File: src/rtl/adc_seq_pkg.sv
package adc_seq_pkg;

  localparam int CNT_W = 9;

  typedef enum logic [1:0] {
    ST_IDLE   = 2'd0,
    ST_SAMPLE = 2'd1,
    ST_CONV   = 2'd2
  } seqState_t;

  // control -> datapath strobes
  typedef struct packed {
    logic startAck;
    logic capture;
    logic busy;
  } ctlStrobe_t;

  // datapath -> control configuration
  typedef struct packed {
    logic       enable;
    logic       startReq;
    logic       continuous;
    logic       scan;
    logic [1:0] res;
    logic [3:0] seqLen;
  } cfg_t;

  function automatic logic [CNT_W-1:0] smpCycles(input logic [2:0] code);
    case (code)
      3'd0: return 9'd3;
      3'd1: return 9'd15;
      3'd2: return 9'd28;
      3'd3: return 9'd56;
      3'd4: return 9'd84;
      3'd5: return 9'd112;
      3'd6: return 9'd144;
      default: return 9'd480;
    endcase
  endfunction

  // 12-bit takes 15 cycles, each 2 bits fewer saves 2 cycles
  function automatic logic [CNT_W-1:0] convCycles(input logic [1:0] res);
    return 9'd15 - {6'd0, res, 1'b0};
  endfunction

endpackage

File: src/rtl/adc_seq_regs.sv
module adc_seq_regs
  import adc_seq_pkg::*;
#(
  parameter int NUM_CH    = 19,
  parameter int NUM_SLOTS = 16,
  parameter int CH_W      = 5,
  parameter int SMP_W     = 3,
  parameter int DATA_W    = 12,
  parameter int REG_W     = 16,
  parameter int BUS_W     = 32,
  parameter int ADDR_W    = 3,
  localparam int SLOT_W   = $clog2(NUM_SLOTS)
) (
  input  logic              clk,
  input  logic              rstN,
  input  logic              regWe,
  input  logic              regRe,
  input  logic [ADDR_W-1:0] regAddr,
  input  logic [BUS_W-1:0]  regWdata,
  output logic [BUS_W-1:0]  regRdata,
  input  ctlStrobe_t        strb,
  input  logic [SLOT_W-1:0] slotIdx,
  input  logic [SLOT_W-1:0] nextIdx,
  input  logic [DATA_W-1:0] anaValue,
  output cfg_t              cfg,
  output logic [CH_W-1:0]   curChan,
  output logic [SMP_W-1:0]  nextSmp,
  output logic              eocFlag,
  output logic [REG_W-1:0]  dataOut
);

  localparam logic [ADDR_W-1:0] A_STATUS = 3'd0;
  localparam logic [ADDR_W-1:0] A_CTRL   = 3'd1;
  localparam logic [ADDR_W-1:0] A_SMPLO  = 3'd2;
  localparam logic [ADDR_W-1:0] A_SMPHI  = 3'd3;
  localparam logic [ADDR_W-1:0] A_SEQA   = 3'd4;
  localparam logic [ADDR_W-1:0] A_DATA   = 3'd7;

  localparam int SMP_PER_REG  = BUS_W / SMP_W;
  localparam int SLOT_PER_REG = BUS_W / CH_W;
  localparam int LEN_LSB      = (NUM_SLOTS - 2 * SLOT_PER_REG) * CH_W;

  logic [SMP_W-1:0] smpCode [NUM_CH];
  logic [CH_W-1:0]  slotChan [NUM_SLOTS];
  logic [BUS_W-1:0] smpLoRd, smpHiRd;
  logic [BUS_W-1:0] seqRd [3];

  // per-channel sampling codes
  for (genvar c = 0; c < NUM_CH; c++) begin : g_smp
    localparam logic [ADDR_W-1:0] MY_ADDR = (c < SMP_PER_REG) ? A_SMPLO : A_SMPHI;
    localparam int MY_LSB = (c % SMP_PER_REG) * SMP_W;
    always_ff @(posedge clk or negedge rstN) begin
      if (!rstN)
        smpCode[c] <= '0;
      else if (regWe && regAddr == MY_ADDR)
        smpCode[c] <= regWdata[MY_LSB +: SMP_W];
    end
  end

  // sequence slots
  for (genvar s = 0; s < NUM_SLOTS; s++) begin : g_slot
    localparam logic [ADDR_W-1:0] MY_ADDR = A_SEQA + ADDR_W'(s / SLOT_PER_REG);
    localparam int MY_LSB = (s % SLOT_PER_REG) * CH_W;
    always_ff @(posedge clk or negedge rstN) begin
      if (!rstN)
        slotChan[s] <= '0;
      else if (regWe && regAddr == MY_ADDR)
        slotChan[s] <= regWdata[MY_LSB +: CH_W];
    end
  end

  always_ff @(posedge clk or negedge rstN) begin
    if (!rstN)
      cfg.seqLen <= '0;
    else if (regWe && regAddr == A_SEQA + 3'd2)
      cfg.seqLen <= regWdata[LEN_LSB +: 4];
  end

  // control word; start only accepted when powered and idle
  always_ff @(posedge clk or negedge rstN) begin
    if (!rstN) begin
      cfg.enable     <= 1'b0;
      cfg.startReq   <= 1'b0;
      cfg.continuous <= 1'b0;
      cfg.scan       <= 1'b0;
      cfg.res        <= 2'd0;
    end else begin
      if (regWe && regAddr == A_CTRL) begin
        cfg.enable     <= regWdata[0];
        cfg.continuous <= regWdata[2];
        cfg.scan       <= regWdata[3];
        cfg.res        <= regWdata[5:4];
      end
      if (strb.startAck)
        cfg.startReq <= 1'b0;
      else if (regWe && regAddr == A_CTRL)
        cfg.startReq <= regWdata[1] & regWdata[0] & ~strb.busy;
      else if (!cfg.enable)
        cfg.startReq <= 1'b0;
    end
  end

  // result and completion flag
  logic [DATA_W-1:0] aligned;
  assign aligned = anaValue >> {cfg.res, 1'b0};

  always_ff @(posedge clk or negedge rstN) begin
    if (!rstN) begin
      dataOut <= '0;
      eocFlag <= 1'b0;
    end else if (strb.capture) begin
      dataOut <= REG_W'(aligned);
      eocFlag <= 1'b1;
    end else if (regRe && regAddr == A_DATA) begin
      eocFlag <= 1'b0;
    end else if (regWe && regAddr == A_STATUS && !regWdata[0]) begin
      eocFlag <= 1'b0;
    end
  end

  // slot lookup for the controller
  logic [CH_W-1:0] nextChan;
  assign curChan  = slotChan[slotIdx];
  assign nextChan = slotChan[nextIdx];
  always_comb begin
    nextSmp = '0;
    for (int c = 0; c < NUM_CH; c++)
      if (nextChan == CH_W'(c)) nextSmp = smpCode[c];
  end

  // readback
  always_comb begin
    smpLoRd = '0;
    smpHiRd = '0;
    for (int c = 0; c < NUM_CH; c++) begin
      if (c < SMP_PER_REG) smpLoRd[(c % SMP_PER_REG) * SMP_W +: SMP_W] = smpCode[c];
      else                 smpHiRd[(c % SMP_PER_REG) * SMP_W +: SMP_W] = smpCode[c];
    end
    for (int r = 0; r < 3; r++) seqRd[r] = '0;
    for (int s = 0; s < NUM_SLOTS; s++)
      seqRd[s / SLOT_PER_REG][(s % SLOT_PER_REG) * CH_W +: CH_W] = slotChan[s];
    seqRd[2][LEN_LSB +: 4] = cfg.seqLen;
  end

  always_comb begin
    case (regAddr)
      A_STATUS: regRdata = {{(BUS_W-2){1'b0}}, strb.busy, eocFlag};
      A_CTRL:   regRdata = {{(BUS_W-6){1'b0}}, cfg.res, cfg.scan, cfg.continuous,
                            cfg.startReq, cfg.enable};
      A_SMPLO:  regRdata = smpLoRd;
      A_SMPHI:  regRdata = smpHiRd;
      3'd4:     regRdata = seqRd[0];
      3'd5:     regRdata = seqRd[1];
      3'd6:     regRdata = seqRd[2];
      default:  regRdata = {{(BUS_W-REG_W){1'b0}}, dataOut};
    endcase
  end

  // start request consumed as the sequence begins
  a_r6_start_clears: assert property (@(posedge clk) disable iff (!rstN)
    strb.startAck |=> !cfg.startReq);

  // completion flag follows every capture
  a_r7_eoc_set: assert property (@(posedge clk) disable iff (!rstN)
    strb.capture |=> eocFlag);

  // at 6-bit resolution upper result bits are zero
  a_r8_six_bit_aligned: assert property (@(posedge clk) disable iff (!rstN)
    (strb.capture && cfg.res == 2'b11) |=> (dataOut[REG_W-1:6] == '0));

endmodule

File: src/rtl/adc_seq_ctrl.sv
module adc_seq_ctrl
  import adc_seq_pkg::*;
#(
  parameter int NUM_SLOTS = 16,
  parameter int SMP_W     = 3,
  localparam int SLOT_W   = $clog2(NUM_SLOTS)
) (
  input  logic              clk,
  input  logic              rstN,
  input  cfg_t              cfg,
  input  logic [SMP_W-1:0]  nextSmp,
  output ctlStrobe_t        strb,
  output logic [SLOT_W-1:0] slotIdx,
  output logic [SLOT_W-1:0] nextIdx,
  output logic              anaStart
);

  seqState_t         state;
  logic [CNT_W-1:0]  cnt;
  logic              lastSlot;
  logic              phaseEnd;
  logic              wrapOrStop;

  assign lastSlot   = !cfg.scan || (32'(slotIdx) >= 32'(cfg.seqLen));
  assign phaseEnd   = (cnt == '0);
  assign nextIdx    = (state == ST_CONV && !lastSlot) ? slotIdx + 1'b1 : '0;
  assign wrapOrStop = lastSlot && !cfg.continuous;

  assign strb.startAck = (state == ST_IDLE) && cfg.enable && cfg.startReq;
  assign strb.capture  = (state == ST_CONV) && phaseEnd;
  assign strb.busy     = (state != ST_IDLE);

  always_ff @(posedge clk or negedge rstN) begin
    if (!rstN) begin
      state    <= ST_IDLE;
      cnt      <= '0;
      slotIdx  <= '0;
      anaStart <= 1'b0;
    end else if (!cfg.enable) begin
      state    <= ST_IDLE;
      cnt      <= '0;
      slotIdx  <= '0;
      anaStart <= 1'b0;
    end else begin
      anaStart <= 1'b0;
      case (state)
        ST_IDLE: begin
          if (cfg.startReq) begin
            state    <= ST_SAMPLE;
            slotIdx  <= '0;
            cnt      <= smpCycles(nextSmp) - 1'b1;
            anaStart <= 1'b1;
          end
        end
        ST_SAMPLE: begin
          if (phaseEnd) begin
            state <= ST_CONV;
            cnt   <= convCycles(cfg.res) - 1'b1;
          end else begin
            cnt <= cnt - 1'b1;
          end
        end
        ST_CONV: begin
          if (!phaseEnd) begin
            cnt <= cnt - 1'b1;
          end else if (wrapOrStop) begin
            state   <= ST_IDLE;
            slotIdx <= '0;
          end else begin
            state    <= ST_SAMPLE;
            slotIdx  <= nextIdx;
            cnt      <= smpCycles(nextSmp) - 1'b1;
            anaStart <= 1'b1;
          end
        end
        default: state <= ST_IDLE;
      endcase
    end
  end

  // power-down forces the sequencer idle on the next edge
  a_r5_off_idle: assert property (@(posedge clk) disable iff (!rstN)
    !cfg.enable |=> (state == ST_IDLE));

  // phase counter never exceeds the longest sampling window
  a_r2_cnt_bound: assert property (@(posedge clk) disable iff (!rstN)
    (state != ST_IDLE) |-> (cnt < 9'd480));

  // a conversion phase is never entered straight from idle
  a_r1_sample_first: assert property (@(posedge clk) disable iff (!rstN)
    (state == ST_IDLE) |=> (state != ST_CONV));

endmodule

File: src/rtl/adc_seq_top.sv
module adc_seq_top
  import adc_seq_pkg::*;
#(
  parameter int NUM_CH    = 19,
  parameter int NUM_SLOTS = 16,
  parameter int CH_W      = 5,
  parameter int SMP_W     = 3,
  parameter int DATA_W    = 12,
  parameter int REG_W     = 16,
  parameter int BUS_W     = 32,
  parameter int ADDR_W    = 3
) (
  input  logic              clk,
  input  logic              rstN,
  input  logic              regWe,
  input  logic              regRe,
  input  logic [ADDR_W-1:0] regAddr,
  input  logic [BUS_W-1:0]  regWdata,
  output logic [BUS_W-1:0]  regRdata,
  output logic              anaStart,
  output logic              anaLatch,
  output logic [CH_W-1:0]   anaChan,
  input  logic [DATA_W-1:0] anaValue,
  output logic              eocFlag,
  output logic [REG_W-1:0]  dataOut
);

  localparam int SLOT_W = $clog2(NUM_SLOTS);

  cfg_t              cfg;
  ctlStrobe_t        strb;
  logic [SLOT_W-1:0] slotIdx, nextIdx;
  logic [SMP_W-1:0]  nextSmp;

  adc_seq_regs #(
    .NUM_CH(NUM_CH), .NUM_SLOTS(NUM_SLOTS), .CH_W(CH_W), .SMP_W(SMP_W),
    .DATA_W(DATA_W), .REG_W(REG_W), .BUS_W(BUS_W), .ADDR_W(ADDR_W)
  ) uRegs (
    .clk(clk), .rstN(rstN), .regWe(regWe), .regRe(regRe), .regAddr(regAddr),
    .regWdata(regWdata), .regRdata(regRdata), .strb(strb), .slotIdx(slotIdx),
    .nextIdx(nextIdx), .anaValue(anaValue), .cfg(cfg), .curChan(anaChan),
    .nextSmp(nextSmp), .eocFlag(eocFlag), .dataOut(dataOut)
  );

  adc_seq_ctrl #(
    .NUM_SLOTS(NUM_SLOTS), .SMP_W(SMP_W)
  ) uCtrl (
    .clk(clk), .rstN(rstN), .cfg(cfg), .nextSmp(nextSmp), .strb(strb),
    .slotIdx(slotIdx), .nextIdx(nextIdx), .anaStart(anaStart)
  );

  assign anaLatch = strb.capture;

endmodule

File: config.mk
export PLATFORM = sky130hd
export DESIGN_NAME = adc_seq_top
export DESIGN_NICKNAME = d
export VERILOG_FILES = /design/src/rtl/adc_seq_pkg.sv /design/src/rtl/adc_seq_regs.sv /design/src/rtl/adc_seq_ctrl.sv /design/src/rtl/adc_seq_top.sv
export SDC_FILE = /design/constraint.sdc
export NUM_CORES = 1
export LEC_CHECK = 0
export BUFFER_PORTS_ARGS = -buffer_cell sky130_fd_sc_hd__buf_4
export CORE_MARGIN = 3
export CORE_UTILIZATION = 25
export CTS_CLUSTER_DIAMETER = 80
export DETAILED_ROUTE_END_ITERATION = 10
export PLACE_DENSITY = 0.38
export SETUP_SLACK_MARGIN = 0.1
export SYNTH_ARGS = -nofsm -noshare
export SYNTH_HDL_FRONTEND = slang
export SYNTH_SLANG_ARGS = --single-unit
File: constraint.sdc
create_clock -name clk -period 7.7 [get_ports clk]
set_clock_uncertainty 0.2 [all_clocks]
set_input_delay 1.54 -clock clk [delete_from_list [all_inputs] [get_ports clk]]
set_output_delay 1.54 -clock clk [all_outputs]
set_load 0.1 [all_outputs]
==> impl_summary.log <==
INFO  metric outcome = complete, no violations
INFO  metric ir_worst_vdd = 0.182 mV
INFO  metric post_cts_resized = 0
INFO  metric numCtsBuffers = 17
INFO  metric peak_freq = 0.161 GHz
INFO  metric overflow = 0
INFO  metric slew_viol_final = 0
INFO  metric post_synthesis_sequential_area_ratio = 39.7%
INFO  metric critPathRequiredTime = 7.85 ns
INFO  metric yosys_register_bits = 176
INFO  metric cts_hold_repair.buffers = 0
INFO  metric unrepaired_setup_endpoints_after_global_routing = false
INFO  metric grt_pass1_vias = 8791
INFO  metric r2r_cells = 17
INFO  metric timing.final.setup_violations = 0
INFO  metric library_cell_with_the_largest_summed_area_after_synthesis = dfrtp_1
INFO  metric die_h = 217 µm
INFO  metric layout-drive-gt1-share = 35.9%
INFO  metric antenna_found_initial = 1
INFO  metric count_leader_synth = dfrtp_1
INFO  metric worstPathMaxFanout = 23
INFO  metric synth.top_cells.by_area = dfrtp_1 40%, mux2_2 17%, mux4_2 6.9%
INFO  metric synth.top_cells.by_count = 176 x dfrtp_1, 172 x mux2_2, 60 x nand2_1
INFO  metric average_cell_area_after_synthesis = 11.2 µm²
INFO  metric drc = 0
INFO  metric post_synth_inst_count = 987
INFO  metric finalNetCount = 1114
INFO  metric area_growth_syn_to_layout = 16.9%
INFO  metric cts_max_level = 4
INFO  metric synth.yosys.warnings = 0
INFO  metric wire_length_of_the_first_global_routing_pass = 63700 µm
INFO  metric drt-wirelength-per-cell = 26.4 µm
INFO  metric drt_wl_total = 43600 µm
INFO  metric slew_of_the_pin_with_the_lowest_slew_margin = 1.28 ns
INFO  metric power_per_cell_area = 285 nW/µm²
INFO  metric worst_path_top_cell_family_by_delay = compound AO/OA/AOI/OAI gates
INFO  metric buffer_ports.inserted = 98
INFO  metric final_min_period_over_clock_period = 80.7%
INFO  metric layout.core_utilization = 29.9%
INFO  metric post_route_setup_tns = 0 ns
INFO  metric synth_async_sr_flop_share = 100%
INFO  metric clk_latency = 0.46 ns
INFO  metric rows = 76
INFO  metric min_delay_worst_endpoint = uRegs.dataOut[8]
INFO  metric synthFlopType = dfrtp_1
INFO  metric tritoncts_clock_tree = yes
INFO  metric die-width = 217 µm
INFO  metric synth_edf_count = 0
INFO  metric worstPathBufferInverterCount = 0
INFO  metric critPathKind = reg -> reg
INFO  metric final.fill_count = 4551
INFO  metric reg_to_reg_critical_path_startpoint = uCtrl.slotIdx[0]
INFO  metric final.min_clock_period = 6.22 ns
INFO  metric floorplan.die_area = 46900 µm²
INFO  metric drtPass1Iterations = 5
INFO  metric drt.antenna.violating_nets = 0
INFO  metric clock_path_buffers = 2
INFO  metric placeableCoreArea = 43500 µm²
INFO  metric clock-sinks = 176
INFO  metric maxCapViolations = 0
INFO  metric slew-limit-headroom = 14.5%
INFO  metric synth_largest_type_area_fraction = 39.7%
INFO  metric gp_routability_congestion = 0.877
INFO  metric hpwlAfterDp = 31800 µm
INFO  metric i_o_pins = 107
INFO  metric cp_cell_sequence = ha_1, xor2_4, mux4_2, a21oi_1, a211oi_4, nor2_2, a2111oi_0, o311a_1, o41ai_4, nor2b_1, a22oi_1, ha_1, nand2_1, a32oi_1, o21ai_0, a21oi_1, nor2_1
INFO  metric startpoint_type_of_the_worst_setup_path = flop
INFO  metric critPathArrivalTime = 6.36 ns
INFO  metric dr_total_vias = 8816
INFO  metric endpoint_kind = flop
INFO  metric grt_start_max_net_pins = 70
INFO  metric cts.clk_slew.worst_paths = 0.07 ns
INFO  metric critPathMaxStageDelay = 0.83 ns
INFO  metric dpl_worst_slack = 1.55 ns
INFO  metric syn-cell-area = 11100 µm²
INFO  metric r2r_slack = 1.48 ns
INFO  metric total_leakage_power = 5.23 nW
INFO  metric cts_root_buf = clkbuf_16
INFO  metric global_route.usage.total = 18.6%
INFO  metric initial_standard_cell_utilization_of_the_core = 25.5%
INFO  metric synth_cell_type_count = 86
INFO  metric worstHoldPathType = reg -> reg
INFO  metric whs_path_depth = 2
INFO  metric final_critical_path_setup_slack = 1.48 ns
INFO  metric post-cts-setup-buffer-count = 0
INFO  metric crit_slowest_cell = nor2_2
INFO  metric diodes = 0
INFO  metric hold_path_startpoint = uRegs.dataOut[8]
INFO  metric drt-initial-drc-count = 732
INFO  metric via_per_inst = 5.35
INFO  metric crit-reg2reg-capture = uCtrl.cnt[2]
INFO  metric finalHoldViolations = 0
metrics by stage:
stage	hold WS (ns)	instances	power, mW	instance area, µm²
after floorplan	0.286	992	2.31	11100
after global placement	0.299	1616	2.76	12400
after detailed placement	0.317	1616	2.77	12400
after CTS	0.331	1648	3.73	13000
after global routing	0.353	1648	3.88	13000
final	0.328	1648	3.69	13000
flip-flops by register name, indices dropped and copies added (netlist names):
signal          count
uRegs.smpCode      57
uRegs.seqRd        80
uRegs.cfg          10
uCtrl.anaStart      1
uCtrl.state         2
uRegs.dataOut      12
uCtrl.slotIdx       4
uCtrl.cnt           9
uRegs.eocFlag       1
logic make-up after synthesis:
kind of cell,count (synthesis),share of synthesized area (%)
buf+inv,96,4.19
simple gates,202,8.99
mux,253,28.6
compound gates,239,16.2
fa+ha+maj,13,1.47
other cells,1,0.0338
xor+xnor,7,0.789
flops,176,39.7
cells in the final DEF, fill, tap and decap left out, types with 5 or more instances in the layout:
cell and n:
o21a_1 7, xnor2_1 5, o31ai_1 5, mux2_2 172, o22ai_1 7, mux2i_1 47, or3_1 8, a22o_1 13
nand4_1 6, a2111oi_0 5, buf_4 116, o211ai_1 7, a311o_1 5, nor3_1 7, a221oi_1 5, nand2b_1 8
a31oi_1 6, ha_1 13, nor2b_1 14, inv_1 15, a221o_1 14, mux4_2 34, a22oi_1 9, and2_1 8
a211oi_1 8, o221ai_1 15, conb_1 6, nand2_1 60, clkbuf_8 5, clkbuf_16 17, nor2_1 48, a21oi_1 35
dfrtp_1 175, a211o_1 7, nor4_1 7, nand3_1 14, o21ai_0 50
final cells by class:
cell class,instances,area [µm²],area share [%]
clock buffers,24,492,3.79
clock inverters,8,126,0.974
inverters,18,67.6,0.521
multi-input cells,720,6260,48.3
flip-flops and latches,176,4410,34.0
well taps,585,732,5.64
repair buffers,117,885,6.82
where the power goes:
| part | total [mW] | internal, mW | switching [mW] |
|---|---|---|---|
| logic | 1.35 | 0.512 | 0.840 |
| clock network | 0.939 | 0.546 | 0.393 |
| registers | 1.40 | 1.11 | 0.296 |
routing by layer:
metal	routed length [µm]	vias up	GRT usage [%]
met5	13	-	0
met4	820	2	5.30
met3	2260	36	3.41
met2	19300	263	28.1
met1	21100	4624	27.2
li1	-	3891	-
worst min-delay path, cell delays in order, from the launching register on:
cell and delay (ns):
dfrtp_1 0.38, nand2_1 0.06, o31ai_1 0.06
worst max path at each step:
| stage | start | end | slack (ns) | cells past startpoint |
|---|---|---|---|---|
| after floorplan | regAddr[0] | regRdata[0] | 0.89 | 5 |
| after global placement | uCtrl.slotIdx[0] | uCtrl.cnt[2] | 1.58 | 20 |
| after detailed placement | uCtrl.slotIdx[0] | uCtrl.cnt[2] | 1.55 | 17 |
| after CTS | uCtrl.slotIdx[0] | uCtrl.cnt[2] | 1.51 | 20 |
| after global routing | uCtrl.slotIdx[0] | uCtrl.cnt[2] | 0.98 | 17 |
| final | uCtrl.slotIdx[0] | uCtrl.cnt[2] | 1.48 | 17 |
Power figures use the tool's default switching activity.
